==> config.mk <==
export PLATFORM = sky130hd
export DESIGN_NAME = ppm_slot_encoder
export DESIGN_NICKNAME = d
export VERILOG_FILES = /design/src/rtl/ppm_pkg.sv /design/src/rtl/ppm_frame_ctrl.sv /design/src/rtl/ppm_slot_counter.sv /design/src/rtl/ppm_piso.sv /design/src/rtl/ppm_slot_encoder.sv
export SDC_FILE = /design/constraint.sdc
export NUM_CORES = 1
export LEC_CHECK = 0
export BUFFER_PORTS_ARGS = -buffer_cell sky130_fd_sc_hd__buf_2
export CAP_MARGIN = 20
export CORE_UTILIZATION = 48
export DETAILED_ROUTE_END_ITERATION = 6
export GPL_ROUTABILITY_DRIVEN = 0
export GPL_TIMING_DRIVEN = 0
export PLACE_DENSITY = 0.76
export SYNTH_ARGS = -nofsm -noshare
export SYNTH_HDL_FRONTEND = slang
export SYNTH_SLANG_ARGS = --single-unit
==> constraint.sdc <==
create_clock -name clk -period 1.4 [get_ports clk]
set_input_delay 0.07 -clock clk [delete_from_list [all_inputs] [get_ports clk]]
set_output_delay 0.07 -clock clk [all_outputs]
set_load 0.02 [all_outputs]
==> src/rtl/ppm_pkg.sv <==
package ppm_pkg;

    localparam int unsigned CODE_W_DEF = 4;

    typedef enum logic {
        FS_IDLE    = 1'b0,
        FS_MEASURE = 1'b1
    } frame_state_e;

    typedef struct packed {
        logic begin_frame;
        logic capture;
        logic overflow;
    } frame_evt_t;

    function automatic int unsigned left_width(int unsigned bits);
        return $clog2(bits + 1);
    endfunction

endpackage

==> src/rtl/ppm_frame_ctrl.sv <==
module ppm_frame_ctrl (
    input  logic                clk,
    input  logic                rst,
    input  logic                start_i,
    input  logic                stop_i,
    input  logic                cnt_at_max_i,
    input  logic                ser_free_i,
    output ppm_pkg::frame_evt_t evt_o,
    output logic                measuring_o
);
    import ppm_pkg::*;

    frame_state_e state_q;
    logic         pend_q;

    always_comb begin
        evt_o = '0;
        unique case (state_q)
            FS_IDLE: begin
                evt_o.begin_frame = (start_i || pend_q) && ser_free_i;
            end
            FS_MEASURE: begin
                evt_o.capture  = stop_i;
                evt_o.overflow = !stop_i && cnt_at_max_i;
            end
            default: evt_o = '0;
        endcase
    end

    always_ff @(posedge clk) begin
        if (rst) begin
            state_q <= FS_IDLE;
            pend_q  <= 1'b0;
        end else begin
            if (evt_o.begin_frame) begin
                state_q <= FS_MEASURE;
                pend_q  <= 1'b0;
            end else if (evt_o.capture || evt_o.overflow) begin
                state_q <= FS_IDLE;
            end else if (state_q == FS_IDLE && start_i && !ser_free_i) begin
                pend_q  <= 1'b1;
            end
        end
    end

    assign measuring_o = (state_q == FS_MEASURE);

endmodule

==> src/rtl/ppm_slot_counter.sv <==
module ppm_slot_counter #(
    parameter int unsigned W = 4
) (
    input  logic         clk,
    input  logic         rst,
    input  logic         clr_i,
    input  logic         inc_i,
    output logic [W-1:0] cnt_o,
    output logic         at_max_o
);
    logic [W-1:0] cnt_q;

    always_ff @(posedge clk) begin
        if (rst || clr_i) begin
            cnt_q <= '0;
        end else if (inc_i) begin
            cnt_q <= cnt_q + 1'b1;
        end
    end

    assign cnt_o    = cnt_q;
    assign at_max_o = &cnt_q;

endmodule

==> src/rtl/ppm_piso.sv <==
module ppm_piso #(
    parameter int unsigned W = 4
) (
    input  logic         clk,
    input  logic         rst,
    input  logic         load_i,
    input  logic [W-1:0] din_i,
    output logic         ser_bit_o,
    output logic         ser_valid_o,
    output logic         free_o
);
    localparam int unsigned LEFT_W = ppm_pkg::left_width(W);

    logic [W-1:0]      shreg_q;
    logic [LEFT_W-1:0] left_q;

    always_ff @(posedge clk) begin
        if (rst) begin
            shreg_q <= '0;
            left_q  <= '0;
        end else if (load_i) begin
            shreg_q <= din_i;
            left_q  <= LEFT_W'(W);
        end else if (left_q != '0) begin
            shreg_q <= {shreg_q[W-2:0], 1'b0};
            left_q  <= left_q - 1'b1;
        end
    end

    assign ser_bit_o   = shreg_q[W-1];
    assign ser_valid_o = (left_q != '0);
    assign free_o      = (left_q <= LEFT_W'(1));

endmodule

==> src/rtl/ppm_slot_encoder.sv <==
module ppm_slot_encoder #(
    parameter int unsigned CODE_W = ppm_pkg::CODE_W_DEF
) (
    input  logic              clk,
    input  logic              rst,
    input  logic              start_i,
    input  logic              stop_i,
    output logic              ser_bit_o,
    output logic              ser_valid_o,
    output logic [CODE_W-1:0] code_o,
    output logic              ovf_o
);
    import ppm_pkg::*;

    frame_evt_t        evt;
    logic              measuring;
    logic              at_max;
    logic              ser_free;
    logic [CODE_W-1:0] slot_cnt;
    logic [CODE_W-1:0] code_q;
    logic              ovf_q;

    ppm_frame_ctrl u_ctrl (
        .clk          (clk),
        .rst          (rst),
        .start_i      (start_i),
        .stop_i       (stop_i),
        .cnt_at_max_i (at_max),
        .ser_free_i   (ser_free),
        .evt_o        (evt),
        .measuring_o  (measuring)
    );

    ppm_slot_counter #(.W(CODE_W)) u_cnt (
        .clk      (clk),
        .rst      (rst),
        .clr_i    (evt.begin_frame),
        .inc_i    (measuring && !evt.capture && !evt.overflow),
        .cnt_o    (slot_cnt),
        .at_max_o (at_max)
    );

    ppm_piso #(.W(CODE_W)) u_piso (
        .clk         (clk),
        .rst         (rst),
        .load_i      (evt.capture),
        .din_i       (slot_cnt),
        .ser_bit_o   (ser_bit_o),
        .ser_valid_o (ser_valid_o),
        .free_o      (ser_free)
    );

    always_ff @(posedge clk) begin
        if (rst) begin
            code_q <= '0;
            ovf_q  <= 1'b0;
        end else begin
            ovf_q <= evt.overflow;
            if (evt.capture) begin
                code_q <= slot_cnt;
            end
        end
    end

    assign code_o = code_q;
    assign ovf_o  = ovf_q;

endmodule

==> impl_summary.log <==
[metrics] Starting Density: 0.5281
[metrics] hold violation total from the final report: 0
[metrics] number of violations of the max-capacitance limit: 0
[metrics] via/cell ratio: about 5.3
[metrics] async set-reset flop share out of synthesis: 0
[metrics] number of antenna violations at the first check in global routing: 0
[metrics] share of power burned in combinational logic: 0.392
[metrics] worst slew margin relative to its limit: 0.7195
[metrics] sinks on the clock net: 18
[metrics] IR drop worst, VDD: 1.009 mV
[metrics] Reg2Reg Setup Slack: 50 ps
[metrics] Post-Place Cells: approximately 120
[metrics] Worst Path Class, Setup: reg -> reg
[metrics] CP Data Required Time: 1610 ps
[metrics] sequential share of power: 0.400
[metrics] sum of met3 wire segment lengths after detailed routing: roughly 56 µm
[metrics] final design area excluding fillers: slightly above 0.001 mm²
[metrics] CTS root buf: sky130_fd_sc_hd__clkbuf_4
[metrics] height of the die: roughly 43 µm
[metrics] Detailed Routing Iterations Pass 1: 6
[metrics] critical path buffer and inverter count: 2
[metrics] largest net degree at the start of global routing: 11
[metrics] overall global routing resource usage: 0.1856
[metrics] layout net count: around 120
[metrics] pre-CTS WS: -65.78 ps
[metrics] most numerous cell in the Yosys netlist: sky130_fd_sc_hd__dfxtp_1
[metrics] violated checks: design-rule violations
[metrics] switching fraction of total power: 0.3316
[metrics] count of boundary I/O pins: 11
[metrics] minimum setup slack in the final design: ~45 ps
[metrics] number of enable flip-flop cells after synthesis: 0
[metrics] switching component of the power: just over 0.5 mW
[metrics] wire length of the first global-routing pass: 2.608 mm
[metrics] uppermost signal routing layer after detailed routing: met4
[metrics] CTS Buf Count: 3
[metrics] count of routing violations after the opening detailed-route iteration: 20
[metrics] worst hold slack: 82.01 ps
[metrics] routed length on met2: 746 µm
[metrics] top cells by instance count after synthesis: 18 x sky130_fd_sc_hd__dfxtp_1, 14 x sky130_fd_sc_hd__a21oi_1, 13 x sky130_fd_sc_hd__nand2_1
[metrics] #FFs+latches synth: 18
[metrics] share of layout cells above drive strength 1: 0.3125
[metrics] cell types occupying the most area after synthesis: sky130_fd_sc_hd__dfxtp_1 44%, sky130_fd_sc_hd__a21oi_1 8.5%, sky130_fd_sc_hd__ha_1 7.6%
[metrics] crit path capture type: flop
[metrics] cell breakdown of the critical path: inv_2 > buf_4 > ha_1 > o21ba_2 > o31ai_4 > a211oi_1
[metrics] post-detailed-placement half-perimeter wirelength: 1.053 mm
[metrics] die extent in x: between 40 and 50 µm
[metrics] post-synth top area cell: sky130_fd_sc_hd__dfxtp_1
[metrics] clock transition time at the flip-flop clock pins of the worst setup and hold paths: approximately 110 ps
[metrics] WL/cell: ~12 µm
[metrics] Power Total: about 1.5 mW
[metrics] Clock Tree Buf Depth: 2
[metrics] cell area reported after detailed placement: ~900 µm²
[metrics] detailed-route wire length: 1.545 mm
[metrics] fin crit period: around 1400 ps
[metrics] Synth top area share: 0.4377
[metrics] status: finished with violations
[metrics] number of placement rows: 14
[metrics] Slowest-stage cell, CP: sky130_fd_sc_hd__dfxtp_2
[metrics] vias after detailed routing: about 700
[metrics] Warnings, synthesis: 0
[metrics] syn avg cell area: a little under 9 µm²
[metrics] area growth from synthesis to layout: 22.80%
[metrics] port buffer count: 10
[metrics] leading register cell type out of synthesis: sky130_fd_sc_hd__dfxtp_1
[metrics] GR Overflow Total: 0
[metrics] kind of path behind the tightest hold check: in -> reg
[metrics] area of the die: around 0.0019 mm²
[metrics] post-synth design cell area: between 800 and 900 µm²
[metrics] Fin Clk Skew: slightly above 10 ps
[metrics] Post-Layout Cell Count: 128
[metrics] post-synth cell types: 27
[metrics] Power Dens Cells: ~1500 mW/mm²
[metrics] category of the worst setup path launch point: flop
[metrics] leakage power: around 0.42 nW
[metrics] final period utilization: 0.9678
[metrics] DRT met1 WL: 734 µm
[metrics] final cell utilization of the core: 0.6485
[metrics] sequential-to-total area share from yosys stat: 0.4377
[metrics] post-synth net total: 102
[metrics] # DRC: 4
[metrics] worst-path fanout max: 4
[metrics] Largest stage delay, worst path: about 350 ps
[metrics] fin. max-slew vios: 0
[metrics] Post-Synthesis Cells: 93
[metrics] antenna viol nets, final: 0
[metrics] TritonCTS clock tree: built
[metrics] slew at the pin closest to its max-slew limit: approximately 420 ps
[metrics] internal portion of total power: between 1 and 1.5 mW
[metrics] Antenna diodes: 0
[metrics] sum of negative setup slack: 0 ps
[metrics] portion of total power attributed to the clock network: 0.208
[metrics] CP delay by family, top: compound AO/OA/AOI/OAI gates
[metrics] area of the core: ~0.0016 mm²
[metrics] total setup violations reported at the end of the flow: 0
[metrics] CP arrival: 1560 ps
[metrics] via count of the first global-routing pass: 633
[metrics] worst skew pair latency: roughly 290 ps
[metrics] CTS H-Tree Depth: 1
[metrics] maximum operating frequency: between 700 and 800 MHz
cell type report:
type	count	area, µm²
inverters	7	26.28
clock buffers	4	36.28
flip-flops and latches	18	366.6
repair buffers	16	100.1
plain buffers	2	8.758
multi-input cells	65	452.9
fillers	141	548.0
well taps	16	20.02
worst reg2reg max path: stages (launching register included):
cell                       delay, ps
sky130_fd_sc_hd__dfxtp_2         350
sky130_fd_sc_hd__inv_2            50
sky130_fd_sc_hd__buf_4           120
sky130_fd_sc_hd__ha_1            170
sky130_fd_sc_hd__o21ba_2         290
sky130_fd_sc_hd__o31ai_4         100
sky130_fd_sc_hd__a211oi_1        180
power by group through the flow:
| stage | sequential [mW] | combinational [mW] | clock [mW] |
|---|---|---|---|
| 3_3_place_gp | 0.625 | 0.457 | 0 |
| 6_report | 0.613 | 0.601 | 0.319 |
| 5_1_grt | 0.623 | 0.656 | 0.350 |
| 4_1_cts | 0.610 | 0.601 | 0.329 |
| 2_1_floorplan | 0.616 | 0.387 | 0 |
| 3_5_place_dp | 0.626 | 0.470 | 0 |
sequential cells by signal, indices dropped and copies added (netlist names):
name / flops
u_ctrl.pend_q: 1
u_piso.shreg_q: 4
code_o: 4
u_cnt.cnt_o: 4
u_piso.left_q: 3
u_ctrl.measuring_o: 1
ovf_o: 1
path summary, 6_finish.rpt:
| check | startpoint | to | depth (start not counted) |
|---|---|---|---|
| max reg2reg | u_piso.left_q[1] | u_cnt.cnt_o[2] | 6 |
| max | u_piso.left_q[1] | u_cnt.cnt_o[2] | 6 |
| min reg2reg | code_o[1] | code_o[1] | 2 |
| min | start_i | u_ctrl.pend_q | 3 |
layer usage:
metal / vias up / global-route usage
met4: 0 / 0.07500
met2: 14 / 0.3030
met5: - / 0
met1: 307 / 0.2467
met3: 2 / 0.02917
li1: 360 / -
layout by cell type, fill, tap and decap left out, types with 2 or more instances in the layout:
cell type and instances:
sky130_fd_sc_hd__buf_4 6, sky130_fd_sc_hd__a21oi_1 14, sky130_fd_sc_hd__clkbuf_4 3, sky130_fd_sc_hd__nor3_1 5, sky130_fd_sc_hd__inv_1 5, sky130_fd_sc_hd__nor2_1 4, sky130_fd_sc_hd__inv_2 2, sky130_fd_sc_hd__ha_1 3
sky130_fd_sc_hd__a211oi_1 2, sky130_fd_sc_hd__buf_2 10, sky130_fd_sc_hd__mux2_2 3, sky130_fd_sc_hd__dfxtp_1 15, sky130_fd_sc_hd__nand3_1 2, sky130_fd_sc_hd__dfxtp_2 2, sky130_fd_sc_hd__nand3b_1 2, sky130_fd_sc_hd__nand2_1 13
sky130_fd_sc_hd__o21ai_0 2, sky130_fd_sc_hd__ha_4 2
repair_timing:
item                                   4_1_cts  5_1_grt
hold buffers                                 1        0
endpoints found under the hold margin        3        0
gates resized for setup                      8        4
pin swaps                                    1        1
setup buffers                                4        1
setup endpoints to repair                    4        7
cells by family (layout without fill, tap and decap cells):
logic type | Yosys count | count (layout) | share of synthesized area
AO/OA/AOI/OAI | 22 | 22 | 0.1748
flip-flops | 18 | 18 | 0.4377
multiplexers | 4 | 4 | 0.05319
adder cells (fa/ha/maj) | 5 | 5 | 0.07599
AND/OR/NAND/NOR | 33 | 33 | 0.1991
XOR/XNOR | 1 | 1 | 0.01064
buffers and inverters | 10 | 29 | 0.04863
(Power assumes the default switching activity.)
